## config.mk

```make
export PLATFORM = sky130hd
export DESIGN_NAME = bsr_pad_segment
export DESIGN_NICKNAME = d
export VERILOG_FILES = /design/src/rtl/bsr_seg_pkg.sv /design/src/rtl/bsr_shift_chain.sv /design/src/rtl/bsr_update_stage.sv /design/src/rtl/bsr_pad_mux.sv /design/src/rtl/bsr_pad_segment.sv
export SDC_FILE = /design/constraint.sdc
export NUM_CORES = 1
export LEC_CHECK = 0
export BUFFER_PORTS_ARGS = -buffer_cell sky130_fd_sc_hd__buf_2
export CORE_MARGIN = 10
export CORE_UTILIZATION = 50
export DETAILED_ROUTE_END_ITERATION = 10
export HOLD_SLACK_MARGIN = 0.1
export PLACE_DENSITY = 0.85
export SYNTH_ARGS = -nofsm -noshare
export SYNTH_HDL_FRONTEND = slang
export SYNTH_SLANG_ARGS = --single-unit
```

## constraint.sdc

```tcl
create_clock -name clk -period 1.15 [get_ports clk]
set_input_delay 0.0575 -clock clk [delete_from_list [all_inputs] [get_ports clk]]
set_output_delay 0.0575 -clock clk [all_outputs]
set_load 0.005 [all_outputs]
```

## src/rtl/bsr_seg_pkg.sv

```systemverilog
package bsr_seg_pkg;
  typedef enum logic [2:0] {
    BM_FUNC    = 3'd0,
    BM_SAMPLE  = 3'd1,
    BM_PRELOAD = 3'd2,
    BM_EXTEST  = 3'd3,
    BM_INTEST  = 3'd4
  } bsr_mode_e;

  localparam int CELLS_PER_PAD = 3;
  localparam int CTL_OFS = 0;
  localparam int OUT_OFS = 1;
  localparam int IN_OFS  = 2;

  function automatic int cell_idx(int pad, int ofs);
    return pad * CELLS_PER_PAD + ofs;
  endfunction

  function automatic logic is_test(logic [2:0] m);
    return (m >= 3'd1) && (m <= 3'd4);
  endfunction

  function automatic logic drives_pads(logic [2:0] m);
    return (m == BM_EXTEST) || (m == BM_INTEST);
  endfunction

  function automatic logic drives_core(logic [2:0] m);
    return m == BM_INTEST;
  endfunction
endpackage

```

## src/rtl/bsr_shift_chain.sv

```systemverilog
module bsr_shift_chain #(
  parameter int LEN = 12
) (
  input  logic           clk,
  input  logic           rst_n,
  input  logic           cap_load,
  input  logic           shift_step,
  input  logic [LEN-1:0] cap_vec,
  input  logic           scan_in,
  output logic [LEN-1:0] chain_q,
  output logic           scan_out
);
  always_ff @(posedge clk or negedge rst_n) begin
    if (!rst_n) begin
      chain_q  <= '0;
      scan_out <= 1'b0;
    end else if (cap_load) begin
      chain_q <= cap_vec;
    end else if (shift_step) begin
      chain_q  <= {chain_q[LEN-2:0], scan_in};
      scan_out <= chain_q[LEN-1];
    end
  end


  shift_move_chk: assert property (@(posedge clk) disable iff (!rst_n)
    shift_step |=> (chain_q[0] == $past(scan_in)) && (scan_out == $past(chain_q[LEN-1])));

  scan_out_hold_chk: assert property (@(posedge clk) disable iff (!rst_n)
    !shift_step |=> $stable(scan_out));

  capture_load_chk: assert property (@(posedge clk) disable iff (!rst_n)
    cap_load |=> chain_q == $past(cap_vec));
endmodule

```

## src/rtl/bsr_update_stage.sv

```systemverilog
module bsr_update_stage
  import bsr_seg_pkg::*;
#(
  parameter int NPADS = 4,
  localparam int LEN = NPADS * CELLS_PER_PAD
) (
  input  logic           clk,
  input  logic           rst_n,
  input  logic           upd_load,
  input  logic [LEN-1:0] chain_q,
  output logic [LEN-1:0] upd_q
);
  logic [LEN-1:0] safe_val;

  for (genvar p = 0; p < NPADS; p++) begin : g_safe
    assign safe_val[cell_idx(p, CTL_OFS)] = 1'b1;
    assign safe_val[cell_idx(p, OUT_OFS)] = 1'b0;
    assign safe_val[cell_idx(p, IN_OFS)]  = 1'b0;
  end

  always_ff @(posedge clk or negedge rst_n) begin
    if (!rst_n)        upd_q <= safe_val;
    else if (upd_load) upd_q <= chain_q;
  end


  upd_hold_chk: assert property (@(posedge clk) disable iff (!rst_n)
    !upd_load |=> $stable(upd_q));

  upd_copy_chk: assert property (@(posedge clk) disable iff (!rst_n)
    upd_load |=> upd_q == $past(chain_q));
endmodule

```

## src/rtl/bsr_pad_mux.sv

```systemverilog
module bsr_pad_mux
  import bsr_seg_pkg::*;
#(
  parameter int NPADS = 4,
  localparam int LEN = NPADS * CELLS_PER_PAD
) (
  input  logic [2:0]       mode_sel,
  input  logic [LEN-1:0]   upd_q,
  input  logic [NPADS-1:0] core_oe,
  input  logic [NPADS-1:0] core_dout,
  input  logic [NPADS-1:0] pad_din,
  output logic [LEN-1:0]   cap_vec,
  output logic [NPADS-1:0] pad_oe,
  output logic [NPADS-1:0] pad_dout,
  output logic [NPADS-1:0] core_din
);
  logic to_pads, to_core;
  assign to_pads = drives_pads(mode_sel);
  assign to_core = drives_core(mode_sel);

  for (genvar p = 0; p < NPADS; p++) begin : g_pad
    assign cap_vec[cell_idx(p, CTL_OFS)] = ~core_oe[p];
    assign cap_vec[cell_idx(p, OUT_OFS)] = core_dout[p];
    assign cap_vec[cell_idx(p, IN_OFS)]  = pad_din[p];

    assign pad_oe[p]   = to_pads ? ~upd_q[cell_idx(p, CTL_OFS)] : core_oe[p];
    assign pad_dout[p] = to_pads ?  upd_q[cell_idx(p, OUT_OFS)] : core_dout[p];
    assign core_din[p] = to_core ?  upd_q[cell_idx(p, IN_OFS)]  : pad_din[p];
  end
endmodule

```

## src/rtl/bsr_pad_segment.sv

```systemverilog
module bsr_pad_segment
  import bsr_seg_pkg::*;
#(
  parameter int NPADS = 4,
  localparam int LEN = NPADS * CELLS_PER_PAD
) (
  input  logic             clk,
  input  logic             rst_n,
  input  logic [2:0]       mode_sel,
  input  logic             capture_en,
  input  logic             shift_en,
  input  logic             update_en,
  input  logic             scan_in,
  output logic             scan_out,
  input  logic [NPADS-1:0] core_oe,
  input  logic [NPADS-1:0] core_dout,
  output logic [NPADS-1:0] core_din,
  input  logic [NPADS-1:0] pad_din,
  output logic [NPADS-1:0] pad_oe,
  output logic [NPADS-1:0] pad_dout
);
  logic           test_mode, cap_load, shift_step, upd_load;
  logic [LEN-1:0] cap_vec, chain_q, upd_q;

  assign test_mode  = is_test(mode_sel);
  assign cap_load   = test_mode & capture_en;
  assign shift_step = test_mode & shift_en & ~capture_en;
  assign upd_load   = test_mode & update_en;

  bsr_pad_mux #(.NPADS(NPADS)) mux_i (
    .mode_sel(mode_sel), .upd_q(upd_q), .core_oe(core_oe),
    .core_dout(core_dout), .pad_din(pad_din), .cap_vec(cap_vec),
    .pad_oe(pad_oe), .pad_dout(pad_dout), .core_din(core_din)
  );

  bsr_shift_chain #(.LEN(LEN)) chain_i (
    .clk(clk), .rst_n(rst_n), .cap_load(cap_load), .shift_step(shift_step),
    .cap_vec(cap_vec), .scan_in(scan_in), .chain_q(chain_q), .scan_out(scan_out)
  );

  bsr_update_stage #(.NPADS(NPADS)) upd_i (
    .clk(clk), .rst_n(rst_n), .upd_load(upd_load),
    .chain_q(chain_q), .upd_q(upd_q)
  );


  func_idle_chk: assert property (@(posedge clk) disable iff (!rst_n)
    !test_mode |=> $stable(chain_q) && $stable(upd_q) && $stable(scan_out));

  cap_over_shift_chk: assert property (@(posedge clk) disable iff (!rst_n)
    (test_mode && capture_en && shift_en) |=> $stable(scan_out));

  transparent_chk: assert property (@(posedge clk) disable iff (!rst_n)
    !drives_pads(mode_sel) |-> (pad_oe == core_oe) && (pad_dout == core_dout) && (core_din == pad_din));
endmodule

```

==> out/results.env, run 1 <==
WORSTHOLDSTART='scan_in'
YOSYS.AREA.TOP_TYPE_SHARE=0.3922
DIE_SPAN_IN_Y_UM=71.77
AVGROUTEDWIREPERCELL_UM=19.38
WORSTMARGINPINSLEW_NS=0.5747
YOSYSWARNINGS=0
FMAX_MHz=779.4
P_INT_W=0.001737
REGISTER_AREA_SHARE_AFTER_SYNTHESIS=0.4706
VIA_TOTAL_AFTER_DETAILED_ROUTING=1128
CRITICAL_PATH.REG2REG.ENDPOINT='chain_i.chain_q[2]'
TOTAL_NET_SWITCHING_POWER_W=0.0006850
HOLDCRITPATHCLASS='in2reg'
CLKLATENCYLATEPIN_NS=0.33
GLOBAL_ROUTE.OVERFLOW_TOTAL=0
CLKSLEWWORSTSETUPHOLDPATHS_NS=0.15
CRITICAL_PATH.STARTPOINT_TYPE='primary input'
CLOCK_POWER_SHARE=0.169
GRT_SETUP_UNREPAIRED='yes'
ROW_CNT=18
FINAL_CRITICAL_DELAY_INCLUDING_SETUP_AND_EXTERNAL_DELAYS_NS=1.283
WORSTSETUPENDPOINTTYPE='output pin'
DPL.HPWL_UM=2418
ANTENNA_LEFT=0
ROUTED_VIA_DENSITY=5.814
CAP_VIOLATIONS=0
DR.FIRST_ITER.DRC_COUNT=48
RRSETUPSLACK_NS=0.11
VIOLATIONS='negative setup slack'
SYNTHDISTINCTLIBCELLS=27
CELL_ACCOUNTING_FOR_THE_MOST_SYNTHESIZED_AREA='dfrtp_1'
PLACE_CONGESTION=0.7875
NFILLCELLS=167
NUMCLOCKSINKS=25
POWER.LEAKAGE_nW=0.9057
REG2REG_FROM='chain_i.chain_q[2]'
TIMING.FINAL.HOLD_VIOLATIONS=0
CTS_TREE='done'
LAYOUT_COMMONEST_CELL='buf_2'
CP_DATA_ARRIVAL_TIME_NS=1.23
SYNTH_AREA_MM2=0.001340
HOLD_PATH_END='chain_i.chain_q[0]'
CRITICAL_PATH_PEAK_FANOUT=8
SEQUENTIALPOWERSHARE=0.515
YS_TOP_CELLS_BY_AREA='dfrtp_1, mux2_4, mux2_1'
LAYOUT.CORE_UTILIZATION=0.7520
SYNTHESIS.NETS=124
SYN-INSTANCE-COUNT=103
RELSLEWSLACK=0.6169
TOTAL_POWER_AFTER_LAYOUT_W=0.002422
POWER_SWITCHING_SHARE=0.2828
R2R.WORST_PATH.CELLS=3
TIMING.CLOCK.SKEW_NS=0.009790
DRIVE_GT1_FRAC=0.5000
SETUP_VIOL_COUNT_FINAL=22
DIE_WIDTH_UM=71.77
LAYOUT_SETUP_WS_NS=-0.1331
CTS_HTREE_LEVELS=1
HOLD-PATH-CELL-COUNT=3
IO_BUFFERS=33
AREA_GROWTH_SYN_TO_LAYOUT_PCT=41.55
GRT_PASS1_VIAS=1263
ROUTE.DETAILED.DRC=0
DESIGN.FINAL.NETS=186
FIRST_PASS_ITERS=4
INITIAL_ANTENNA_VIOLATION_COUNT=0
FIN_SETUP_TNS_NS=-1.314
CLK_PATH_BUF_DEPTH=2
POSTSYNTHAREAPERCELL_UM2=13.01
ANTENNA_CELLS_INSERTED=0
VDD_IR_DROP_MAX_uV=967.0
PLACE.DETAILED.INSTANCES=170
DESIGN.CORE.AREA_MM2=0.002522
TIMING.FINAL.MAX_SLEW_VIOLATIONS=0
FINAL_CELL_MIX='buf_2, dfrtp_1, mux2_4, buf_4, dlygate4sd3_1'
FINALCRITPERIODSHARE=1.116
IO_PINS=34
POST_LAYOUT_CELL_COUNT=194
GLOBAL_ROUTE_WIRE_LENGTH_BEFORE_REPAIR_UM=6147
WORST_HOLD_MARGIN_NS=0.2342
PIN_COUNT_OF_THE_BIGGEST_NET_ENTERING_GLOBAL_ROUTING=26
STATUS='finished with violations'
WORSTSETUPPATHTYPE='in2out'
DESIGN.DIE.AREA_MM2=0.005151
TIMING.CRITICAL_PATH.REQUIRED_NS=1.09
POWER_DENSITY_mW_PER_MM2=1277
CTS_INSERTED_BUFFERS=3
CTS.ROOT.BUFFER_CELL='clkbuf_4'
OVERALL_ROUTING_RESOURCE_USAGE=0.1431
FINALWIRELENGTH_UM=3759
FLOORPLAN.INITIALDENSITY=0.5312
YS_SEQ_ELEMENTS=25
POWER_SHARE_OF_THE_COMBINATIONAL_GROUP=0.315
-- flip-flops by register name, indices dropped and copies added, names as in the netlist --
| register | flops |
|---|---|
| chain_i.chain_q | 12 |
| chain_i.scan_out | 1 |
| upd_i.upd_q | 12 |
-- power by group through the flow --
stage	Combinational, W	Sequential (W)	Clock [W]
after floorplan	0.000424	0.00121	0
after global placement	0.000589	0.00124	0
after detailed placement	0.000618	0.00126	0
after CTS	0.000721	0.00124	0.000414
after global routing	0.000825	0.00128	0.000465
final	0.000763	0.00125	0.000410
-- repair_timing --
action	in CTS	in global routing
cloned	0	1
setup buffers	4	3
endpoints found under the setup margin	12	17
endpoints found under the hold margin	37	0
pin swaps	2	2
gates resized for setup	19	3
hold buffers	13	0
-- worst max-delay path: stages --
cell     delay [ns]
buf_8          0.10
or3b_4         0.40
o21ai_4        0.18
buf_6          0.16
mux2i_1        0.18
buf_2          0.14
-- per-layer routing --
layer	track usage	wire length, um	vias up
met4	0.04086	31	0
li1	-	-	516
met3	0.03994	254	5
met5	0	0	-
met1	0.1637	1587	561
met2	0.2520	1886	46
-- layout make-up --
class	instances	area, um^2	area share
Clock inverter	1	7.507	0.003958
Clock buffer	3	22.52	0.01187
Tap cell	30	37.54	0.01979
Multi-Input combinational cell	64	680.7	0.3588
Sequential cell	25	630.6	0.3325
Inverter	8	30.03	0.01583
Timing Repair Buffer	63	488.0	0.2573
-- per-stage QoR --
stage | worst slack [ns] | instance area (um^2)
after CTS | -0.1266 | 1859
after global routing | -0.1918 | 1897
final | -0.1331 | 1897
after floorplan | -0.08868 | 1356
after global placement | -0.2057 | 1593
after detailed placement | -0.2544 | 1593
-- kinds of logic after synthesis --
group | share of synthesized area
AO/OA/AOI/OAI | 0.1195
buffers and inverters | 0.05136
flip-flops | 0.4706
multiplexers | 0.2344
AND/OR/NAND/NOR | 0.1242
-- cell usage after synthesis (all sizes together) --
cell / instances
or2: 1
clkbuf: 2
dfstp: 4
or3: 3
nand2b: 1
nor3: 2
a221oi: 2
or3b: 2
inv: 8
nor4: 1
nor2: 1
a221o: 10
nand2: 1
nor3b: 1
mux2i: 4
mux2: 21
o21a: 1
nor4b: 9
o41ai: 2
dfrtp: 21
o21ai: 1
buf: 5
-- worst max-delay path by stage --
stage | start | to | slack [ns] | cells past startpoint
6_report | mode_sel[1] | pad_oe[0] | -0.13 | 6
5_1_grt | mode_sel[1] | pad_oe[1] | -0.19 | 6
4_1_cts | mode_sel[1] | pad_oe[0] | -0.13 | 6
3_5_place_dp | mode_sel[2] | upd_i.upd_q[1] | -0.25 | 4
3_3_place_gp | mode_sel[0] | upd_i.upd_q[1] | -0.21 | 4
2_1_floorplan | mode_sel[0] | upd_i.upd_q[10] | -0.09 | 4
(Power assumes the default switching activity.)
==> inputs of run 2 (changes only) <==
--- a/config.mk
+++ b/config.mk
@@ -11,6 +11,7 @@
 export DETAILED_ROUTE_END_ITERATION = 10
 export HOLD_SLACK_MARGIN = 0.1
 export PLACE_DENSITY = 0.85
+export SETUP_SLACK_MARGIN = 0.05
 export SYNTH_ARGS = -nofsm -noshare
 export SYNTH_HDL_FRONTEND = slang
 export SYNTH_SLANG_ARGS = --single-unit
==> out/results.env, run 2 (synthesized netlist as in run 1, its figures left out) <==
STATUS='finished with violations'  # unchanged
VIOLATIONS='negative setup slack'  # unchanged
WORSTSETUPPATHTYPE='in2out'  # unchanged
GRT_PASS1_VIAS=1209  # was 1,263
WORST_SETUP_PATH_ENDPOINT='pad_dout[0]'  # was pad_oe[0]
TIMING.CRITICAL_PATH.REQUIRED_NS=1.09  # about the same
INITIAL_ANTENNA_VIOLATION_COUNT=0  # unchanged
NUMCLOCKSINKS=25  # unchanged
CLK_PATH_BUF_DEPTH=2  # unchanged
GLOBAL_ROUTE.OVERFLOW_TOTAL=0  # unchanged
WORSTHOLDSTART='scan_in'  # unchanged
POWER_SWITCHING_SHARE=0.2774  # was 0.2828
FINAL_CELL_MIX='buf_2, dfrtp_1, mux2_4, dlygate4sd3_1, a221o_1'  # was buf_2, dfrtp_1, mux2_4, buf_4, dlygate4sd3_1
CLOCK_POWER_SHARE=0.166  # was 0.169
P_INT_W=0.001710  # was 0.001737 W
CRITICAL_PATH.STARTPOINT_TYPE='primary input'  # unchanged
POWER.LEAKAGE_nW=0.8697  # was 0.9057 nW
NFILLCELLS=179  # was 167
AREA_GROWTH_SYN_TO_LAYOUT_PCT=38.28  # was 41.55%
DESIGN.FINAL.NETS=180  # was 186
WL_MET1_UM=1565  # was 1587 um
SEQUENTIALPOWERSHARE=0.527  # was 0.515
ANTENNA_LEFT=0  # unchanged
PIN_COUNT_OF_THE_BIGGEST_NET_ENTERING_GLOBAL_ROUTING=26  # unchanged
FINAL_CRITICAL_DELAY_INCLUDING_SETUP_AND_EXTERNAL_DELAYS_NS=1.263  # was 1.283 ns
DRIVE_GT1_FRAC=0.4810  # was 0.5000
SETUP_VIOL_COUNT_FINAL=31  # was 22
DR.FIRST_ITER.DRC_COUNT=42  # was 48
DIE_WIDTH_UM=71.77  # unchanged
DPL.HPWL_UM=2407  # was 2418 um
RELSLEWSLACK=0.6245  # was 0.6169
RRSETUPSLACK_NS=0.10  # was 0.11 ns
ROW_CNT=18  # unchanged
IO_BUFFERS=33  # unchanged
TOTAL_NET_SWITCHING_POWER_W=0.0006565  # was 0.0006850 W
TOTAL_POWER_AFTER_LAYOUT_W=0.002367  # was 0.002422 W
CRITICAL_PATH_PEAK_FANOUT=8  # unchanged
CP_DATA_ARRIVAL_TIME_NS=1.21  # was 1.23 ns
TIMING.FINAL.HOLD_VIOLATIONS=0  # unchanged
CTS.ROOT.BUFFER_CELL='clkbuf_4'  # unchanged
CAP_VIOLATIONS=0  # unchanged
POWER_SHARE_OF_THE_COMBINATIONAL_GROUP=0.307  # was 0.315
WORSTMARGINPINSLEW_NS=0.5633  # was 0.5747 ns
CTS_HTREE_LEVELS=1  # unchanged
WORST_HOLD_MARGIN_NS=0.2547  # was 0.2342 ns
WORSTSETUPENDPOINTTYPE='output pin'  # unchanged
LAYOUT_SETUP_WS_NS=-0.1135  # was -0.1331 ns
DESIGN.CORE.AREA_MM2=0.002522  # unchanged
CRITICAL_PATH.REG2REG.ENDPOINT='chain_i.chain_q[11]'  # was chain_i.chain_q[2]
ANTENNA_CELLS_INSERTED=0  # unchanged
LAYOUT_COMMONEST_CELL='buf_2'  # unchanged
REG2REG_FROM='chain_i.chain_q[10]'  # was chain_i.chain_q[2]
GLOBAL_ROUTE_WIRE_LENGTH_BEFORE_REPAIR_UM=5837  # was 6147 um
TIMING.CRITICAL_PATH.FROM='mode_sel[1]'  # unchanged
ROUTE.MET2.WL_UM=1692  # was 1886 um
TIMING.FINAL.MAX_SLEW_VIOLATIONS=0  # unchanged
CLKSLEWWORSTSETUPHOLDPATHS_NS=0.14  # was 0.15 ns
VIA_TOTAL_AFTER_DETAILED_ROUTING=1068  # was 1,128
OVERALL_ROUTING_RESOURCE_USAGE=0.1343  # was 0.1431
AVGROUTEDWIREPERCELL_UM=18.51  # was 19.38 um
TIMING.CLOCK.SKEW_NS=0.002578  # was 0.009790 ns
POWER_DENSITY_mW_PER_MM2=1277  # about the same
PLACE_CONGESTION=0.7327  # was 0.7875
FINALWIRELENGTH_UM=3479  # was 3759 um
GRT_SETUP_UNREPAIRED='yes'  # unchanged
HOLDCRITPATHCLASS='in2reg'  # unchanged
DESIGN.DIE.AREA_MM2=0.005151  # unchanged
FLOORPLAN.INITIALDENSITY=0.5312  # unchanged
FINALCRITPERIODSHARE=1.099  # was 1.116
FIN_SETUP_TNS_NS=-1.358  # was -1.314 ns
ROUTED_VIA_DENSITY=5.681  # was 5.814
IO_PINS=34  # unchanged
CTS_INSERTED_BUFFERS=3  # unchanged
VDD_IR_DROP_MAX_uV=839.6  # was 967.0 uV
REG.LARGEST.LIST='chain_i.chain_q (12), upd_i.upd_q (12), chain_i.scan_out (1)'  # unchanged
CLKLATENCYLATEPIN_NS=0.31  # was 0.33 ns
FMAX_MHz=791.5  # was 779.4 MHz
TOPROUTINGLAYERUSED='met4'  # unchanged
ROUTE.DETAILED.DRC=0  # unchanged
DIE_SPAN_IN_Y_UM=71.77  # unchanged
R2R.WORST_PATH.CELLS=2  # was 3
CTS_TREE='done'  # unchanged
FIRST_PASS_ITERS=4  # unchanged
WL_MET3_UM=213  # was 254 um
## run 2: cell count changes in the layout (fill, tap and decap cells not counted), sizes merged
cell      change
buf           -6
clkbuf        +1
clkinvlp      -1
## run 2: area by class of cell
class                      instances  area, um^2  share of cell area
clock buffer                       4       26.28             0.01418
inverter                           8       30.03             0.01621
multi-input combinational         64       695.7              0.3754
sequential                        25       630.6              0.3403
tap                               30       37.54             0.02026
timing repair buffer              57       432.9              0.2336
## run 2: worst min-delay path by stage
stage                         end  slack (ns)  depth (start not counted)
2_1_floorplan  chain_i.chain_q[0]       -0.24                          0
3_3_place_gp      upd_i.upd_q[10]        0.06                          1
3_5_place_dp      upd_i.upd_q[10]        0.08                          1
4_1_cts          chain_i.scan_out        0.25                          4
5_1_grt        chain_i.chain_q[0]        0.25                          3
6_report       chain_i.chain_q[0]        0.25                          3
## run 2: power by group through the flow
stage          Clock, W  Sequential (W)  Combinational [W]
6_report       0.000394         0.00125           0.000727
3_3_place_gp          0         0.00124           0.000602
2_1_floorplan         0         0.00121           0.000442
5_1_grt        0.000448         0.00128           0.000786
3_5_place_dp          0         0.00126           0.000629
4_1_cts        0.000400         0.00124           0.000723
## run 2: worst max-delay path, cell delays in order
cell and delay [ns]:
buf_8 0.09, or3b_4 0.41, o21ai_4 0.18, mux2_4 0.35
buf_6 0.12
## run 2: stage by stage
stage	utilization	cell area [um^2]	cells	setup slack (ns)
after floorplan	-	1371	103	-0.08868
after detailed placement	0.6314	1593	168	-0.2849
after CTS	0.7277	1836	187	-0.1252
final	0.7346	1853	188	-0.1135
after global routing	0.7346	1853	188	-0.1374
after global placement	0.6314	1593	168	-0.2129
## run 2: metal layers
metal,global-route usage,vias up
met5,0,-
met2,0.2275,30
li1,-,505
met3,0.04270,2
met1,0.1676,531
met4,0.01290,0
## run 2: what timing repair did
action | in CTS | in global routing
resized for setup | 16 | 3
pin swaps | 2 | 2
endpoints found under the hold margin | 37 | 0
setup endpoints to repair | 12 | 36
buffers inserted | 2 | 0
cloned | 0 | 1
hold buffers | 13 | 0
==> inputs of run 3 (changes only) <==
--- a/config.mk
+++ b/config.mk
@@ -11,6 +11,7 @@
 export DETAILED_ROUTE_END_ITERATION = 10
 export HOLD_SLACK_MARGIN = 0.1
 export PLACE_DENSITY = 0.85
+export REMOVE_ABC_BUFFERS = 1
 export SETUP_SLACK_MARGIN = 0.05
 export SYNTH_ARGS = -nofsm -noshare
 export SYNTH_HDL_FRONTEND = slang
==> out/results.env, run 3 (synthesized netlist as in run 1, its figures left out) <==
HOLDCRITPATHCLASS='in2reg'  # unchanged
GRT_USE_MET1=0.1659  # was 0.1676
GROUTE.LAYER.MET2.USAGE=0.2333  # was 0.2275
OVERALL_ROUTING_RESOURCE_USAGE=0.1396  # was 0.1343
FMAX_MHz=784.2  # was 791.5 MHz
DR.FIRST_ITER.DRC_COUNT=70  # was 42
PATH_BUF_INV=2  # unchanged
NFILLCELLS=174  # was 179
TIMING.CRITICAL_PATH.REQUIRED_NS=1.09  # about the same
CRIT_FAMILY='simple AND/OR/NAND/NOR gates'  # unchanged
DIE_SPAN_IN_Y_UM=71.77  # unchanged
CTS_TREE='done'  # unchanged
CTS_HTREE_LEVELS=1  # unchanged
CTS.ROOT.BUFFER_CELL='clkbuf_4'  # unchanged
PLACE_CONGESTION=0.8560  # was 0.7327
GR-MAX-USAGE-LAYER='met2'  # unchanged
CRITICAL_PATH.STARTPOINT_TYPE='primary input'  # unchanged
FINALCRITPERIODSHARE=1.109  # was 1.099
INITIAL_ANTENNA_VIOLATION_COUNT=0  # unchanged
DIE_WIDTH_UM=71.77  # unchanged
GLOBAL_ROUTE_WIRE_LENGTH_BEFORE_REPAIR_UM=5982  # was 5837 um
VDD_IR_DROP_MAX_uV=956.3  # was 839.6 uV
VIA_TOTAL_AFTER_DETAILED_ROUTING=1111  # was 1,068
CHAIN_OF_CELLS_FORMING_THE_CRITICAL_PATH='buf_6 -> or3b_4 -> o21ai_4 -> mux2_4 -> buf_6'  # was buf_8 -> or3b_4 -> o21ai_4 -> mux2_4 -> buf_6
REG2REG_FROM='chain_i.chain_q[2]'  # was chain_i.chain_q[10]
FLOORPLAN.INITIALDENSITY=0.5312  # unchanged
POWER_DENSITY_mW_PER_MM2=1281  # was 1277 mW/mm^2
MULTI_INPUT_AREA_UM2=680.7  # was 695.7 um^2
VIOLATIONS='negative setup slack'  # unchanged
ROUTED_VIA_DENSITY=5.727  # was 5.681
AVGROUTEDWIREPERCELL_UM=18.93  # was 18.51 um
HOLD-PATH-CELL-COUNT=3  # unchanged
CRIT_PATH_MAX_INCR_DELAY_NS=0.41  # about the same
DESIGN.FINAL.NETS=186  # was 180
CRITICAL_PATH_PEAK_FANOUT=8  # unchanged
CP_DATA_ARRIVAL_TIME_NS=1.22  # was 1.21 ns
R2R.WORST_PATH.CELLS=3  # was 2
GLOBAL_ROUTE.OVERFLOW_TOTAL=0  # unchanged
DPL.HPWL_UM=2531  # was 2407 um
ANTENNA_CELLS_INSERTED=0  # unchanged
FIRST_PASS_ITERS=6  # was 4
TIMING.FINAL.HOLD_VIOLATIONS=0  # unchanged
WORSTHOLDSTART='scan_in'  # unchanged
IO_BUFFERS=33  # unchanged
CLKLATENCYLATEPIN_NS=0.32  # was 0.31 ns
CTS_INSERTED_BUFFERS=3  # unchanged
CRITPATHMOSTFREQUENTCELL='buf_6'
ROW_CNT=18  # unchanged
CLKSLEWWORSTSETUPHOLDPATHS_NS=0.14  # about the same
WORSTMARGINPINSLEW_NS=0.5801  # was 0.5633 ns
LAYOUT.CORE_UTILIZATION=0.7614  # was 0.7346
POWER_SWITCHING_SHARE=0.2810  # was 0.2774
POWER_SHARE_OF_THE_COMBINATIONAL_GROUP=0.329  # was 0.307
CLK_PATH_BUF_DEPTH=2  # unchanged
WORSTSETUPPATHTYPE='in2out'  # unchanged
GRT_PASS1_VIAS=1219  # was 1,209
SETUP_VIOL_COUNT_FINAL=12  # was 31
CLOCK_POWER_SHARE=0.162  # was 0.166
CRITICAL_PATH.REG2REG.ENDPOINT='chain_i.chain_q[2]'  # was chain_i.chain_q[11]
POWER.LEAKAGE_nW=0.9329  # was 0.8697 nW
AREA_GROWTH_SYN_TO_LAYOUT_PCT=43.32  # was 38.28%
IO_PINS=34  # unchanged
DESIGN.DIE.AREA_MM2=0.005151  # unchanged
TOTAL_POWER_AFTER_LAYOUT_W=0.002460  # was 0.002367 W
GRT_SETUP_UNREPAIRED='yes'  # unchanged
DRIVE_GT1_FRAC=0.5183  # was 0.4810
P_INT_W=0.001769  # was 0.001710 W
RRSETUPSLACK_NS=0.03  # was 0.10 ns
HOLD_PATH_END='chain_i.chain_q[0]'  # unchanged
CAP_VIOLATIONS=0  # unchanged
DESIGN.CORE.AREA_MM2=0.002522  # unchanged
SEQUENTIALPOWERSHARE=0.509  # was 0.527
TOTAL_NET_SWITCHING_POWER_W=0.0006914  # was 0.0006565 W
LAYOUT_COMMONEST_CELL='buf_2'  # unchanged
PLACE.DETAILED.INSTANCES=173  # was 168
CPMAXSTAGEDELAYCELL='or3b_4'  # unchanged
LAYOUT_SETUP_WS_NS=-0.1251  # was -0.1135 ns
PIN_COUNT_OF_THE_BIGGEST_NET_ENTERING_GLOBAL_ROUTING=26  # unchanged
FINAL_CELL_MIX='buf_2, dfrtp_1, mux2_4, buf_6, buf_4'  # was buf_2, dfrtp_1, mux2_4, dlygate4sd3_1, a221o_1
STATUS='finished with violations'  # unchanged
ROUTE.DETAILED.DRC=0  # unchanged
TIMING.CLOCK.SKEW_NS=0.009484  # was 0.002578 ns
POST_LAYOUT_CELL_COUNT=194  # was 188
WORSTSETUPENDPOINTTYPE='output pin'  # unchanged
GRT_UTIL_MET3=0.04545  # was 0.04270
REG.LARGEST.LIST='chain_i.chain_q (12), upd_i.upd_q (12), chain_i.scan_out (1)'  # unchanged
ANTENNA_LEFT=0  # unchanged
FINAL_CRITICAL_DELAY_INCLUDING_SETUP_AND_EXTERNAL_DELAYS_NS=1.275  # was 1.263 ns
TIMING.FINAL.MAX_SLEW_VIOLATIONS=0  # unchanged
RELSLEWSLACK=0.6133  # was 0.6245
FINALWIRELENGTH_UM=3673  # was 3479 um
COMBINED_FLIP_FLOP_AND_LATCH_CELL_AREA_UM2=630.6  # unchanged
NUMCLOCKSINKS=25  # unchanged
==> run 3: cell types whose count changed in the layout (fill, tap and decap cells not counted), sizes merged <==
cell    before  now
or3b         3    2
clkbuf       4    3
buf         44   51
clkinv       0    1
==> run 3: what timing repair did <==
item	CTS	global route
buffers inserted	0	4
endpoints found under the setup margin	12	13
resized for setup	18	9
hold buffers	13	0
hold endpoints to repair	37	0
pin swaps	1	0
==> run 3: how the worst max path moves through the flow <==
stage	endpoint	cells after the start	start	slack [ns]
after global placement	upd_i.upd_q[1]	4	mode_sel[0]	-0.24
after detailed placement	chain_i.chain_q[0]	4	mode_sel[0]	-0.31
final	pad_dout[0]	5	mode_sel[1]	-0.13
after floorplan	upd_i.upd_q[1]	3	mode_sel[2]	-0.31
after CTS	pad_oe[2]	6	mode_sel[1]	-0.14
after global routing	pad_oe[0]	6	mode_sel[1]	-0.19
==> run 3: worst reg2reg max path: stages (launching register included) <==
cell	delay (ns)
dfrtp_1	0.43
or3_1	0.36
o41ai_1	0.09
a221oi_1	0.11
==> run 3: stage by stage <==
step,TNS [ns],setup WS [ns],area [um^2],hold slack [ns]
floorplan,-6.909,-0.3089,1301,-0.2381
global placement,-7.059,-0.2422,1609,0.06569
detailed placement,-8.319,-0.3123,1609,0.07812
CTS,-1.277,-0.1366,1843,0.1965
global route,-1.667,-0.1866,1921,0.2262
finish,-1.212,-0.1251,1921,0.2312
==> run 3: power by group through the flow <==
| stage | clock, W | combinational, W | sequential [W] |
|---|---|---|---|
| floorplan | 0 | 0.000402 | 0.00121 |
| global placement | 0 | 0.000602 | 0.00124 |
| detailed placement | 0 | 0.000629 | 0.00126 |
| CTS | 0.000417 | 0.000726 | 0.00125 |
| global route | 0.000468 | 0.000879 | 0.00128 |
| finish | 0.000399 | 0.000809 | 0.00125 |
==> run 3: cell type report <==
type                       instances  area share
clock inverter                     1    0.002606
clock buffer                       3     0.01173
inverter                           8     0.01564
multi-input combinational         63      0.3544
timing repair buffer              64      0.2678
sequential                        25      0.3283
tap                               30     0.01954
==> run 3: per-layer routing <==
layer / vias up / part of all wire
met2: 41 / 0.51
li1: 518 / -
met5: - / 0
met3: 0 / 0.068
met1: 552 / 0.42
met4: 0 / 0
